[src/rtl/trace_buf_pkg.sv]
package trace_buf_pkg;

  typedef enum logic [1:0] {
    ST_IDLE,
    ST_RUN,
    ST_POST,
    ST_FROZEN
  } capState_t;

  typedef struct packed {
    logic clear;      // rearm: reset pointer, flags and holding register
    logic wrEn;       // write one entry this cycle
    logic selMarker;  // the entry is the marker word
    logic selHold;    // the entry comes from the holding register
    logic loadHold;   // capture the incoming word into the holding register
  } dpStrobes_t;

endpackage

[src/rtl/tbuf_datapath.sv]
module tbuf_datapath
  import trace_buf_pkg::*;
#(
  parameter int DATA_W = 16,
  parameter int DEPTH = 16,
  parameter logic [DATA_W-1:0] MARKER_WORD = '1,
  localparam int PTR_W = $clog2(DEPTH)
) (
  input  logic              clk,
  input  logic              rst_n,
  input  dpStrobes_t        stb,
  input  logic              traceValid,
  input  logic [DATA_W-1:0] traceData,
  input  logic [PTR_W-1:0]  rdAddr,
  output logic [DATA_W-1:0] rdData,
  output logic [PTR_W-1:0]  wrPtr,
  output logic              wrapped,
  output logic              holdValid
);

  localparam logic [PTR_W-1:0] LAST_IDX = PTR_W'(DEPTH - 1);

  logic [DATA_W-1:0] mem [DEPTH];
  logic [DATA_W-1:0] holdReg;
  logic [DATA_W-1:0] wrWord;

  always_comb begin
    if (stb.selMarker) wrWord = MARKER_WORD;
    else if (stb.selHold) wrWord = holdReg;
    else wrWord = traceData;
  end

  // Storage array: no reset, written one entry per cycle
  always_ff @(posedge clk) begin
    if (stb.wrEn && !stb.clear) mem[wrPtr] <= wrWord;
  end

  assign rdData = mem[rdAddr];

  always_ff @(posedge clk) begin
    if (!rst_n || stb.clear) begin
      wrPtr   <= '0;
      wrapped <= 1'b0;
    end else if (stb.wrEn) begin
      wrPtr <= wrPtr + 1'b1;
      if (wrPtr == LAST_IDX) wrapped <= 1'b1;
    end
  end

  // One-entry skid register for words that collide with the marker
  always_ff @(posedge clk) begin
    if (!rst_n || stb.clear) begin
      holdValid <= 1'b0;
      holdReg   <= '0;
    end else if (stb.loadHold) begin
      holdValid <= traceValid;
      holdReg   <= traceData;
    end
  end

  a_r3_ptr_advance: assert property (@(posedge clk) disable iff (!rst_n)
    (stb.wrEn && !stb.clear) |=> wrPtr == PTR_W'($past(wrPtr) + 1'b1));

  a_r4_wrapped_sticky: assert property (@(posedge clk) disable iff (!rst_n)
    (wrapped && !stb.clear) |=> wrapped);

  a_r2_clear_state: assert property (@(posedge clk) disable iff (!rst_n)
    stb.clear |=> (wrPtr == '0 && !wrapped && !holdValid));

endmodule

[src/rtl/tbuf_control.sv]
module tbuf_control
  import trace_buf_pkg::*;
#(
  parameter int DEPTH = 16,
  localparam int CNT_W = $clog2(DEPTH)
) (
  input  logic             clk,
  input  logic             rst_n,
  input  logic             arm,
  input  logic             stopOnTrig,
  input  logic [CNT_W:0]   postCount,
  input  logic             traceValid,
  input  logic             trigHit,
  input  logic             holdValid,
  output dpStrobes_t       stb,
  output logic             frozen,
  output logic             triggered
);

  localparam logic [CNT_W:0] MAX_POST = (CNT_W + 1)'(DEPTH - 1);

  capState_t        state;
  logic             markerPending;
  logic [CNT_W-1:0] postLeft;
  logic [CNT_W-1:0] postClamped;
  logic             capturing;

  assign capturing = (state == ST_RUN) || (state == ST_POST);
  assign frozen    = (state == ST_FROZEN);

  always_comb begin
    if (postCount > MAX_POST) postClamped = MAX_POST[CNT_W-1:0];
    else postClamped = postCount[CNT_W-1:0];
  end

  // Write arbitration: marker first, then the held word, then live data
  always_comb begin
    stb = '0;
    if (arm) begin
      stb.clear = 1'b1;
    end else if (capturing) begin
      if (markerPending) begin
        stb.wrEn      = 1'b1;
        stb.selMarker = 1'b1;
        stb.loadHold  = 1'b1;
      end else if (holdValid) begin
        stb.wrEn     = 1'b1;
        stb.selHold  = 1'b1;
        stb.loadHold = 1'b1;
      end else begin
        stb.wrEn = traceValid;
      end
    end
  end

  always_ff @(posedge clk) begin
    if (!rst_n) begin
      state         <= ST_IDLE;
      triggered     <= 1'b0;
      markerPending <= 1'b0;
      postLeft      <= '0;
    end else if (arm) begin
      state         <= ST_RUN;
      triggered     <= 1'b0;
      markerPending <= 1'b0;
      postLeft      <= '0;
    end else begin
      if (capturing && !triggered && trigHit) begin
        triggered     <= 1'b1;
        markerPending <= 1'b1;
      end
      if (stb.selMarker) begin
        markerPending <= 1'b0;
        if (stopOnTrig) begin
          if (postClamped == '0) begin
            state <= ST_FROZEN;
          end else begin
            state    <= ST_POST;
            postLeft <= postClamped;
          end
        end
      end else if (state == ST_POST && stb.wrEn) begin
        if (postLeft == CNT_W'(1)) state <= ST_FROZEN;
        else postLeft <= postLeft - 1'b1;
      end
    end
  end

  a_r5_single_marker: assert property (@(posedge clk) disable iff (!rst_n)
    $rose(markerPending) |-> $rose(triggered));

  a_r6_hold_on_collision: assert property (@(posedge clk) disable iff (!rst_n)
    (stb.selMarker && traceValid && !arm) |=> holdValid);

  a_r8_frozen_sticky: assert property (@(posedge clk) disable iff (!rst_n)
    (frozen && !arm) |=> frozen);

endmodule

[src/rtl/circ_trace_buf.sv]
module circ_trace_buf
  import trace_buf_pkg::*;
#(
  parameter int DATA_W = 16,
  parameter int DEPTH = 16,
  parameter logic [DATA_W-1:0] MARKER_WORD = '1,
  localparam int PTR_W = $clog2(DEPTH)
) (
  input  logic              clk,
  input  logic              rst_n,
  input  logic              arm,
  input  logic              stopOnTrig,
  input  logic [PTR_W:0]    postCount,
  input  logic              traceValid,
  input  logic [DATA_W-1:0] traceData,
  input  logic              trigHit,
  input  logic [PTR_W-1:0]  rdAddr,
  output logic [DATA_W-1:0] rdData,
  output logic [PTR_W-1:0]  wrPtr,
  output logic              wrapped,
  output logic              triggered,
  output logic              frozen
);

  dpStrobes_t stb;
  logic       holdValid;

  tbuf_control #(.DEPTH(DEPTH)) u_ctrl (
    .clk        (clk),
    .rst_n      (rst_n),
    .arm        (arm),
    .stopOnTrig (stopOnTrig),
    .postCount  (postCount),
    .traceValid (traceValid),
    .trigHit    (trigHit),
    .holdValid  (holdValid),
    .stb        (stb),
    .frozen     (frozen),
    .triggered  (triggered)
  );

  tbuf_datapath #(
    .DATA_W      (DATA_W),
    .DEPTH       (DEPTH),
    .MARKER_WORD (MARKER_WORD)
  ) u_dp (
    .clk        (clk),
    .rst_n      (rst_n),
    .stb        (stb),
    .traceValid (traceValid),
    .traceData  (traceData),
    .rdAddr     (rdAddr),
    .rdData     (rdData),
    .wrPtr      (wrPtr),
    .wrapped    (wrapped),
    .holdValid  (holdValid)
  );

  a_r10_frozen_no_write: assert property (@(posedge clk) disable iff (!rst_n)
    (frozen && !arm) |=> $stable(wrPtr));

  a_r1_idle_no_trigger: assert property (@(posedge clk) disable iff (!rst_n)
    (!triggered && !frozen && wrPtr == '0 && !wrapped && !arm && !traceValid && !trigHit
     && !$rose(triggered)) |=> !frozen);

endmodule

[config.mk]
export PLATFORM = sky130hd
export DESIGN_NAME = circ_trace_buf
export DESIGN_NICKNAME = d
export VERILOG_FILES = /design/src/rtl/trace_buf_pkg.sv /design/src/rtl/tbuf_datapath.sv /design/src/rtl/tbuf_control.sv /design/src/rtl/circ_trace_buf.sv
export SDC_FILE = /design/constraint.sdc
export NUM_CORES = 1
export LEC_CHECK = 0
export ABC_CLOCK_PERIOD_IN_PS = 5800
export CAP_MARGIN = 0
export CORE_UTILIZATION = 64
export CTS_BUF_LIST = sky130_fd_sc_hd__clkbuf_16
export CTS_CLUSTER_SIZE = 12
export DETAILED_ROUTE_END_ITERATION = 6
export PLACE_DENSITY = 0.84
export RECOVER_POWER = 50
export SYNTH_ARGS = -nofsm -noshare
export SYNTH_HDL_FRONTEND = slang
export SYNTH_SLANG_ARGS = --single-unit
[constraint.sdc]
create_clock -name clk -period 5.8 [get_ports clk]
set_clock_uncertainty 0.05 [all_clocks]
set_input_delay 1.16 -clock clk [delete_from_list [all_inputs] [get_ports clk]]
set_output_delay 1.16 -clock clk [all_outputs]
set_load 0.03 [all_outputs]
# Yosys cells after proc, flatten, opt, wreduce, memory -nomap -nowiden
# Memories as Yosys holds them, arrays and structs flattened.
# Index checks and enable logic that the tools add are counted.
[classes]
addsub = 2
mul = 0
div = 0
n_lt_le_gt_ge = 1
eq_ne = 9
shift = 0
mux = 25
bitwise_logic = 1
reduce_logical = 20
[op_table]
columns = ["cell", "count"]
rows = [
  ["$mux 16", 2],
  ["$mux 4", 8],
  ["$mux 1", 10],
  ["$mux 2", 5],
  ["$ne 2x2->1 const B", 3],
  ["$reduce_and 3->1", 2],
  ["$reduce_bool 3->1", 2],
  ["$gt 5x4->1 const B", 1],
  ["$add 4x1->4 const B", 1],
  ["$eq 2x2->1 const B", 2],
  ["$eq 4x1->1 const B", 1],
  ["$eq 4x4->1 const B", 1],
  ["$logic_and 1x1->1", 4],
  ["$logic_not 4->1", 1],
  ["$reduce_and 4->1", 1],
  ["$reduce_bool 2->1", 2],
  ["$sub 4x1->4 const B", 1],
  ["$logic_not 1->1", 3],
  ["$ne 3x3->1 const B", 1],
  ["$reduce_or 3->1", 1],
  ["$eq 2x1->1 const B", 1],
  ["$logic_or 1x1->1", 2],
  ["$reduce_and 2->1", 1],
  ["$reduce_or 2->1", 1],
  ["$not 1->1", 1],
]
[word_totals]
reg_bits = 30
latchBits = 0
ramBits = 256
rom_bits = 0
word_cells = 68
memories = 1
[memory_table]
columns = ["name", "depth", "width", "read_ports", "rd_clocked_by_memory_dff", "wr", "line_no", "text"]
rows = [
  ["u_dp.mem", 16, 16, 1, 0, 1, "tbuf_datapath.sv:23", "logic [DATA_W-1:0] mem [DEPTH];"],
]

# Longest topological paths before layout
# Gate-level depths: netlist of run 1.
[logic_depth]
word_depth = 8
ltp_mapped = 9

# Cells and area by module
# From an unflattened synthesis of run 1, not the netlist that was laid out.
[hier_totals]
hier_cells = 599
area_unflattened_um2 = 11419.7
[by_module_without_submodules]
columns = ["mod", "n_inst", "cells_per_inst", "area_each_um2"]
rows = [
  ["tbuf_datapath", 1, 531, 10846.7],
  ["tbuf_control", 1, 68, 573.0],
]

# Worst setup path after synthesis of run 1
# Ideal clock, no wire load.
[synth_path]
path_type = "input to output"
from = "in rdAddr[0]"
to = "out rdData[0]"
arrival_time_ns = 2.950
slack_ns = 1.640
path_stages = 4
cell_sequence = "clkbuf_1 > buf_2 > mux4_2 > mux4_2"
[synth_between]
elab_chain_cells = 1
[synth_rtl]
columns = ["element", "line_no", "text"]
rows = [
  ["from (decl)", "circ_trace_buf.sv:17", "input logic [PTR_W-1:0] rdAddr,"],
  ["$mem_v2 16x16", "-", ""],
  ["to (decl)", "circ_trace_buf.sv:18", "output logic [DATA_W-1:0] rdData,"],
]
# Every way passes these cells.

# Worst setup path in the final report of run 1
[layout_path]
from = "in rdAddr[0]"
to = "out rdData[6]"
# Same word-level chain as after synthesis.

==> impl_metrics.csv, run 1 <==
group,metric,value,unit
floorplanning,coreArea,0.0172,mm2
cts,post-cts-setup-buffers,0,
yosys,synthCells,565,
timing,hold_viol_final,0,
floorplanning,start_util,65.2,%
critical_path,path_max_fanout,34,
final_layout,post-route-cell-area,0.0129,mm2
run_status,failed_checks,"max-capacitance violations, max-slew violations",
final_layout,areaGrowthSynthToFinish,14.6,%
cts,cts_max_path_buffers,3,
yosys,syn_nets,604,
grt,overflow,0,
route,drt_wl_total,25100,um
critical_path,worstPathRequired,4590,ps
timing,fin_hold_ws,407,ps
yosys,ys_ff_latch,286,
yosys,yosysUniqueCellTypes,43,
power_and_ir_drop,powerDensity,322,mW/mm2
final_layout,final_net_count,677,
cts,clk_pin_slew_worst_paths,50,ps
cts,cts.repair.resized,0,
timing,rsz0062_at_grt,"false",
timing,finalMaxSlewViolations,67,
floorplanning,dieArea,0.0181,mm2
yosys,syn_area_per_cell,19.9,um2
timing,fin_crit,4790,ps
yosys,ys_warn_count,0,
floorplanning,die_height,134,um
grt,grt_pass1_vias,6085,
cts,ctsHoldBuffers,0,
grt,antenna_found_initial,0,
route,first_pass_iters,5,
grt,grtUsageTotal,29.0,%
placed_design,place_congestion,0.785,
job,drv_cap,4,
critical_path,critical_path_class,"in2out",
cts,root_buffer,"clkbuf_16",
floorplanning,row_count,48,
grt,grt_pass1_wl,37000,um
timing,worstMarginPinSlew,1750,ps
route,wl_per_cell,28.3,um
route,drtAntennaViolNets,0,
run_status,status,"finished, violations left",
final_layout,layout_commonest_cell,"edfxtp_1",
placed_design,place_hpwl,13200,um
yosys,ys_dominant_reg_cell,"edfxtp_1",
cts,clock_latency,530,ps
timing,setup_viol,0,
final_layout,layout_common_cells,"256 x edfxtp_1, 80 x mux4_2, 41 x clkdlybuf4s50_1",
grt,grt_start_max_net_pins,35,
cts,numClockSinks,286,
critical_path,start_kind,"primary input",
route,drt_iter0_drc,688,
route,drc_errors,0,
route,num_vias,5914,
power_and_ir_drop,vdd_drop_max,0.254,mV
route,viasPerCell,6.68,
timing,fin_crit_sh,82.5,%
floorplanning,chipWidth,134,um
floorplanning,pin_count,54,
power_and_ir_drop,power_leakage,4.12,nW
yosys,synth_area,0.0112,mm2
timing,fin_tns_setup,0,ps
cts,cts_buffers,28,
yosys,synth_edf_count,256,
worst_hold_path,worstHoldPathType,"reg2reg",
critical_path,crit_arrival,3580,ps
cts,h-tree-depth,1,
cts,cts_tree,"yes",
critical_path,end_kind,"output pin",
placed_design,port_buffers,53,
timing,max_slew_margin,-18.1,%
timing,fmax,0.209,GHz
yosys,seq_area_frac_synth,73.8,%
placed_design,dpl_cell_area,0.0121,mm2
final_layout,antenna_cells,0,
final_layout,drive_gt1_share,19.4,%
yosys,ys_async_sr_fraction,0,%
-- per-layer routing --
metal  global-route usage [%]  vias up  share of wire (%)  wire length, um
li1                         -     2454                  -                -
met3                     4.73       69                9.0             2250
met4                     9.99        0                3.0              762
met5                        0        -                  0                0
met1                     39.8     3025                 37             9390
met2                     48.3      366                 50            12700
-- cells in the mapped netlist (4+ instances only) --
cell type | instances | area share (%)
a221o_1 | 17 | 1.5
clkbuf_1 | 21 | 0.70
a21oi_1 | 23 | 1.0
nor3_1 | 5 | 0.22
nor2_1 | 26 | 0.87
buf_2 | 8 | 0.36
nand2b_1 | 4 | 0.22
dfxtp_1 | 30 | 5.3
mux4_2 | 80 | 16
edfxtp_1 | 256 | 68
ha_1 | 8 | 0.89
inv_1 | 8 | 0.27
nand2_1 | 38 | 1.3
-- worst paths after layout --
path	start	endpoint	slack, ps	depth (start not counted)
setup / recovery	rdAddr[0]	rdData[6]	1010	5
setup reg to reg	u_ctrl.state[0]	u_dp.mem[14][15]	2300	7
hold reg to reg	u_dp.wrapped	u_dp.wrapped	410	1
hold / removal	u_dp.wrapped	u_dp.wrapped	410	1
-- flip-flops by register name, summed over array words and instances (netlist names) --
register,count
u_ctrl.markerPending,1
u_ctrl.postLeft,4
u_ctrl.state,2
u_ctrl.triggered,1
u_dp.holdReg,16
u_dp.holdValid,1
u_dp.mem,256
u_dp.wrPtr,4
u_dp.wrapped,1
-- stage by stage --
step           setup slack [ps]  util, %  instances  total power, mW
2_1_floorplan              1640        -        565             2.44
3_3_place_gp               1060     70.3        833             2.51
3_5_place_dp               1040     70.3        833             2.52
4_1_cts                     992     75.2        885             4.16
5_1_grt                     910     74.7        885             4.24
6_report                   1010     74.7        885             4.14
-- cell families (layout without fill, tap and decap cells) --
group,count (synthesis),in the layout,share of synthesized area [%]
adders and majority gates,8,8,0.891
xor gates and xnor gates,4,4,0.312
buffers and inverters,41,136,1.53
DFF,286,286,73.8
and+or+nand+nor,89,89,3.67
AOI/OAI and AO/OA,56,56,3.69
muxes,81,81,16.1
-- report_power, final --
| part | internal, mW | switching (mW) | leakage, nW | total, mW |
|---|---|---|---|---|
| logic | 0.106 | 0.123 | 1.10 | 0.230 |
| clock network | 0.938 | 0.725 | 0.482 | 1.66 |
| registers | 2.25 | 0.00264 | 2.54 | 2.25 |
| total | 3.29 | 0.851 | 4.12 | 4.14 |
-- worst max-delay path, stage by stage --
cell             delay (ps)
buf_4                   350
buf_12                  320
mux4_2                  560
mux4_2                  530
clkdlybuf4s50_1         610
-- cell type report --
class	instances	area (um2)
clock buffer	29	726
clock inverter	23	114
fill	889	4370
inverter	8	30.0
multi-input combinational	238	2760
sequential	286	8290
tap	225	282
timing repair buffer	76	664
Note: power is estimated with default switching activity, not from simulation.
==> inputs of run 2 (changes only) <==
--- a/config.mk
+++ b/config.mk
@@ -5,13 +5,13 @@
 export SDC_FILE = /design/constraint.sdc
 export NUM_CORES = 1
 export LEC_CHECK = 0
-export ABC_CLOCK_PERIOD_IN_PS = 5800
+export ABC_CLOCK_PERIOD_IN_PS = 4050
 export CAP_MARGIN = 0
-export CORE_UTILIZATION = 64
+export CORE_UTILIZATION = 54
 export CTS_BUF_LIST = sky130_fd_sc_hd__clkbuf_16
 export CTS_CLUSTER_SIZE = 12
 export DETAILED_ROUTE_END_ITERATION = 6
-export PLACE_DENSITY = 0.84
+export PLACE_DENSITY = 0.75
 export RECOVER_POWER = 50
 export SYNTH_ARGS = -nofsm -noshare
 export SYNTH_HDL_FRONTEND = slang
==> constraint.sdc (replaced) <==
create_clock -name clk -period 4.05 [get_ports clk]
set_clock_uncertainty 0.05 [all_clocks]
set_input_delay 0.81 -clock clk [delete_from_list [all_inputs] [get_ports clk]]
set_output_delay 0.81 -clock clk [all_outputs]
set_load 0.03 [all_outputs]
==> impl_metrics.csv, run 2 (synthesis results as in run 1) <==
group,metric,value,unit
cts,numClockSinks,286,
cts,ctsHoldBuffers,0,
timing,fin_tns_setup,0,ps
run_status,failed_checks,"max-capacitance violations, max-slew violations",
placed_design,place_hpwl,13800,um
route,wl_per_cell,24.5,um
critical_path,critPathMostFrequentCell,"buf_4",
floorplanning,start_util,55.3,%
final_layout,largest_register_ffs,256,
route,drtAntennaViolNets,0,
floorplanning,dieArea,0.0214,mm2
final_layout,n_fill_cell,1411,
route,drt_wl_total,23100,um
power_and_ir_drop,powerDensity,457,mW/mm2
route,viasPerCell,6.09,
power_and_ir_drop,power_leakage,4.17,nW
floorplanning,die_height,146,um
grt,antenna_found_initial,0,
timing,finalMaxSlewViolations,17,
placed_design,place_congestion,0.751,
critical_path,critical_path_class,"in2out",
cts,root_buffer,"clkbuf_16",
route,drc_errors,0,
final_layout,drive_gt1_share,21.9,%
route,first_pass_iters,5,
cts,cts_max_path_buffers,3,
grt,grt_start_max_net_pins,29,
worst_hold_path,whs_path_depth,2,
final_layout,top_register,"u_dp.mem",
final_layout,final_net_count,689,
worst_hold_path,worstHoldPathType,"reg2reg",
placed_design,dpl_cell_area,0.0122,mm2
final_layout,areaGrowthSynthToFinish,15.4,%
job,drv_cap,1,
final_layout,top_regs,"u_dp.mem (256), u_dp.holdReg (16)",
route,num_vias,5734,
critical_path,worstRegToRegCells,7,
floorplanning,coreArea,0.0203,mm2
grt,grt_pass1_wl,34800,um
critical_path,crit_arrival,2830,ps
final_layout,seqCellArea,0.00829,mm2
timing,setup_viol,0,
final_layout,multi_input_area,0.00276,mm2
critical_path,start_kind,"primary input",
critical_path,cpPeakStageDelay,570,ps
cts,clk_pin_slew_worst_paths,60,ps
critical_path,worstPathRequired,3190,ps
final_layout,post-route-cell-area,0.0130,mm2
run_status,status,"finished, violations left",
critical_path,crit_slowest_cell,"mux4_2",
final_layout,layout_common_cells,"256 x edfxtp_1, 80 x mux4_2, 38 x nand2_1",
grt,overflow,0,
cts,h-tree-depth,1,
timing,fin_crit,3690,ps
timing,fin_crit_sh,91.0,%
timing,max_slew_margin,-9.71,%
grt,grtUsageMet1,30.4,%
floorplanning,pin_count,54,
cts,cts_tree,"yes",
timing,fmax,0.271,GHz
critical_path,crit_chain,"buf_4 -> buf_4 -> mux4_2 -> mux4_2 -> buf_4",
cts,post-cts-setup-buffers,0,
cts,cts.repair.resized,0,
grt,grt-busiest-layer,"met2",
floorplanning,row_count,52,
cts,clock_latency,530,ps
power_and_ir_drop,vdd_drop_max,0.335,mV
grt,gr-usage-met2,37.3,%
timing,rsz0062_at_grt,"false",
placed_design,port_buffers,53,
grt,grtUsageTotal,22.3,%
critical_path,end_kind,"output pin",
floorplanning,chipWidth,146,um
final_layout,antenna_cells,0,
cts,cts_buffers,29,
timing,worstMarginPinSlew,1630,ps
timing,hold_viol_final,0,
route,drt_iter0_drc,561,
critical_path,path_max_fanout,19,
final_layout,layout_commonest_cell,"edfxtp_1",
grt,grt_pass1_vias,5841,
grt,use_met3,4.41,%
timing,fin_hold_ws,407,ps
==> run 2: cell types whose count changed in the layout (fill, tap and decap cells not counted), sizes merged <==
| cell | before | now |
|---|---|---|
| dlygate4sd3 | 10 | 8 |
| inv | 28 | 29 |
| clkdlybuf4s50 | 41 | 30 |
| buf | 10 | 28 |
| clkbuf | 44 | 50 |
==> run 2: final cells by class <==
| cell class | instances | area share, % |
|---|---|---|
| Tap cell | 270 | 2.61 |
| Timing Repair Buffer | 87 | 5.34 |
| Inverter | 8 | 0.232 |
| Multi-Input combinational cell | 238 | 21.3 |
| Clock buffer | 29 | 5.60 |
| Clock inverter | 24 | 0.975 |
| Sequential cell | 286 | 63.9 |
==> run 2: worst max-delay path: cells and delay by family <==
| kind | cells | cell delay, ps |
|---|---|---|
| buffers and inverters | 3 | 930 |
| muxes | 2 | 1050 |
==> run 2: worst paths after layout <==
check	start	to	slack [ps]
worst max-delay path	rdAddr[0]	rdData[7]	360
worst min register to register	u_dp.holdReg[2]	u_dp.holdReg[2]	410
worst min-delay path	u_dp.holdReg[2]	u_dp.holdReg[2]	410
worst max register to register	u_ctrl.state[0]	u_dp.mem[0][4]	720
==> run 2: layer usage <==
metal  vias to the layer above  part of all wire [%]
met5                         -                     0
li1                       2482                     -
met2                       250                    50
met1                      2965                    40
met3                        37                   7.6
met4                         0                   1.9
==> run 2: per-stage QoR <==
step / setup WS (ps) / std cells / util (%) / power, mW
3_3_place_gp: 350 / 889 / 60.2 / 3.60
3_5_place_dp: 317 / 889 / 60.2 / 3.61
5_1_grt: 210 / 942 / 63.9 / 6.09
2_1_floorplan: 590 / 565 / - / 3.49
4_1_cts: 315 / 942 / 64.4 / 5.97
6_report: 363 / 942 / 63.9 / 5.92
==> run 2: power by group <==
part | switching (mW) | internal (mW) | total, mW | leakage (nW)
Combinational | 0.175 | 0.148 | 0.323 | 1.14
Sequential | 0.00314 | 3.22 | 3.22 | 2.54
Clock | 1.02 | 1.35 | 2.37 | 0.492
Total | 1.20 | 4.72 | 5.92 | 4.17
==> inputs of run 3 (changes only) <==
--- a/config.mk
+++ b/config.mk
@@ -7,12 +7,12 @@
 export LEC_CHECK = 0
 export ABC_CLOCK_PERIOD_IN_PS = 4050
 export CAP_MARGIN = 0
-export CORE_UTILIZATION = 54
-export CTS_BUF_LIST = sky130_fd_sc_hd__clkbuf_16
+export CORE_UTILIZATION = 56
+export CTS_BUF_LIST = sky130_fd_sc_hd__clkbuf_4 sky130_fd_sc_hd__clkbuf_8
 export CTS_CLUSTER_SIZE = 12
 export DETAILED_ROUTE_END_ITERATION = 6
-export PLACE_DENSITY = 0.75
-export RECOVER_POWER = 50
+export PLACE_DENSITY = 0.78
+export RECOVER_POWER = 100
 export SYNTH_ARGS = -nofsm -noshare
 export SYNTH_HDL_FRONTEND = slang
 export SYNTH_SLANG_ARGS = --single-unit
==> impl_metrics.csv, run 3 (synthesis results as in run 1) <==
group,metric,value,unit
power_and_ir_drop,power_leakage,4.14,nW
final_layout,n_fill_cell,1271,
timing,fin_crit,3840,ps
final_layout,areaGrowthSynthToFinish,15.5,%
power_and_ir_drop,p_int,4.70,mW
critical_path,worstPathRequired,3190,ps
floorplanning,dieArea,0.0206,mm2
cts,clk_pin_slew_worst_paths,60,ps
route,met2_length,11700,um
cts,post-cts-setup-buffers,0,
floorplanning,coreArea,0.0196,mm2
route,num_vias,5725,
critical_path,critical_path_class,"in2out",
final_layout,final_net_count,704,
job,drv_cap,1,
timing,setup_viol,0,
cts,ctsHoldBuffers,0,
route,drt_iter0_drc,416,
floorplanning,pin_count,54,
worst_hold_path,min_to,"u_dp.holdReg[1]",
timing,worstMarginPinSlew,1600,ps
cts,cts_tree,"yes",
power_and_ir_drop,powerDensity,457,mW/mm2
floorplanning,chipWidth,144,um
power_and_ir_drop,vdd_drop_max,0.205,mV
route,first_pass_iters,5,
cts,cts_max_path_buffers,3,
critical_path,rrSetupSlack,690,ps
power_and_ir_drop,clockPowerShare,40.2,%
cts,cts.repair.resized,0,
power_and_ir_drop,swShare,20.7,%
timing,fin_hold_ws,411,ps
timing,finalMaxSlewViolations,17,
grt,grt_pass1_vias,6164,
route,drtAntennaViolNets,0,
floorplanning,die_height,144,um
final_layout,top_regs,"u_dp.mem (256), u_dp.holdReg (16)",
final_layout,layout_commonest_cell,"edfxtp_1",
final_layout,antenna_cells,0,
timing,rsz0062_at_grt,"false",
power_and_ir_drop,p_sw,1.23,mW
placed_design,place_hpwl,13600,um
critical_path,crit_arrival,2980,ps
route,wl_per_cell,23.4,um
critical_path,start_kind,"primary input",
cts,numClockSinks,286,
cts,root_buffer,"clkbuf_8",
timing,fin_tns_setup,0,ps
route,viasPerCell,5.94,
grt,grt_start_max_net_pins,26,
timing,fmax,0.260,GHz
cts,cts_buffers,44,
critical_path,path_max_fanout,17,
worst_hold_path,hp-start,"u_dp.holdReg[1]",
placed_design,port_buffers,53,
final_layout,layout_common_cells,"256 x edfxtp_1, 80 x mux4_2, 45 x clkbuf_8",
route,dr_wl_met3,1290,um
cts,clock_latency,540,ps
grt,grt_pass1_wl,34500,um
run_status,status,"finished, violations left",
timing,max_slew_margin,-7.75,%
route,drt_wl_total,22500,um
critical_path,reg2reg_to,"u_dp.mem[1][4]",
critical_path,end_kind,"output pin",
final_layout,drive_gt1_share,26.2,%
power_and_ir_drop,pwr-share-seq,54.4,%
power_and_ir_drop,pwr-share-comb,5.4,%
placed_design,place_congestion,0.763,
floorplanning,row_count,51,
floorplanning,start_util,57.3,%
route,top_layer,"met4",
final_layout,top_register,"u_dp.mem",
route,wl_met1,9010,um
timing,hold_viol_final,0,
worst_hold_path,worstHoldPathType,"reg2reg",
cts,h-tree-depth,2,
critical_path,r2r-start,"u_ctrl.state[0]",
worst_hold_path,whs_path_depth,2,
run_status,failed_checks,"max-capacitance violations, max-slew violations",
grt,antenna_found_initial,0,
timing,fin_crit_sh,94.9,%
grt,grtUsageTotal,23.5,%
route,drc_errors,0,
final_layout,largest_register_ffs,256,
grt,overflow,0,
critical_path,worstRegToRegCells,7,
[run 3: cell types whose count changed in the layout (fill, tap and decap cells not counted), moves of 3 or more]
| cell | before | now |
|---|---|---|
| clkinv_1 | 0 | 12 |
| clkbuf_16 | 29 | 0 |
| clkbuf_4 | 0 | 12 |
| clkinv_2 | 2 | 6 |
| clkbuf_2 | 0 | 5 |
| clkbuf_8 | 0 | 45 |
| clkbuf_1 | 21 | 18 |
| clkdlybuf4s50_1 | 30 | 27 |
| inv_1 | 28 | 8 |
| dlygate4sd3_1 | 8 | 14 |
| buf_4 | 25 | 21 |
[run 3: per-layer routing]
layer / track usage [%] / vias to the layer above
met5: 0 / -
met4: 8.68 / 0
met1: 29.0 / 2962
met3: 5.56 / 45
li1: - / 2516
met2: 40.6 / 202
[run 3: final cells by class]
type | instances | area [um2] | share of cell area (%)
well taps | 265 | 332 | 2.56
clock buffers | 56 | 702 | 5.41
clock inverters | 23 | 180 | 1.39
inverters | 8 | 30.0 | 0.231
multi-input cells | 238 | 2770 | 21.4
repair buffers | 87 | 673 | 5.19
flip-flops and latches | 286 | 8290 | 63.9
[run 3: power by group through the flow]
| stage | sequential [mW] | clock, mW | combinational [mW] |
|---|---|---|---|
| floorplan | 3.29 | 0 | 0.207 |
| global placement | 3.29 | 0 | 0.319 |
| detailed placement | 3.29 | 0 | 0.329 |
| CTS | 3.22 | 2.42 | 0.329 |
| global route | 3.22 | 2.55 | 0.340 |
| finish | 3.22 | 2.38 | 0.319 |
[run 3: how the worst max path moves through the flow]
stage,startpoint,to,slack [ps],depth (start not counted)
after floorplan,rdAddr[0],rdData[0],590,4
after global placement,rdAddr[0],rdData[5],300,5
after detailed placement,rdAddr[0],rdData[5],270,5
after CTS,rdAddr[0],rdData[5],270,5
after global routing,rdAddr[2],rdData[14],110,5
final,rdAddr[0],rdData[5],210,5
[run 3: stage by stage]
step           utilization, %  setup WS (ps)  cell area (um2)  total power, mW  std cells
2_1_floorplan               -            590            11200             3.49        565
3_3_place_gp             62.3            300            12200             3.60        884
3_5_place_dp             62.3            271            12200             3.62        884
4_1_cts                  66.8            271            13100             5.97        963
5_1_grt                  66.2            110            13000             6.12        963
6_report                 66.2            207            13000             5.92        963
[run 3: worst max-delay path: stages]
cell,delay [ps]
buf_4,270
buf_4,220
mux4_2,500
mux4_2,470
dlygate4sd3_1,700
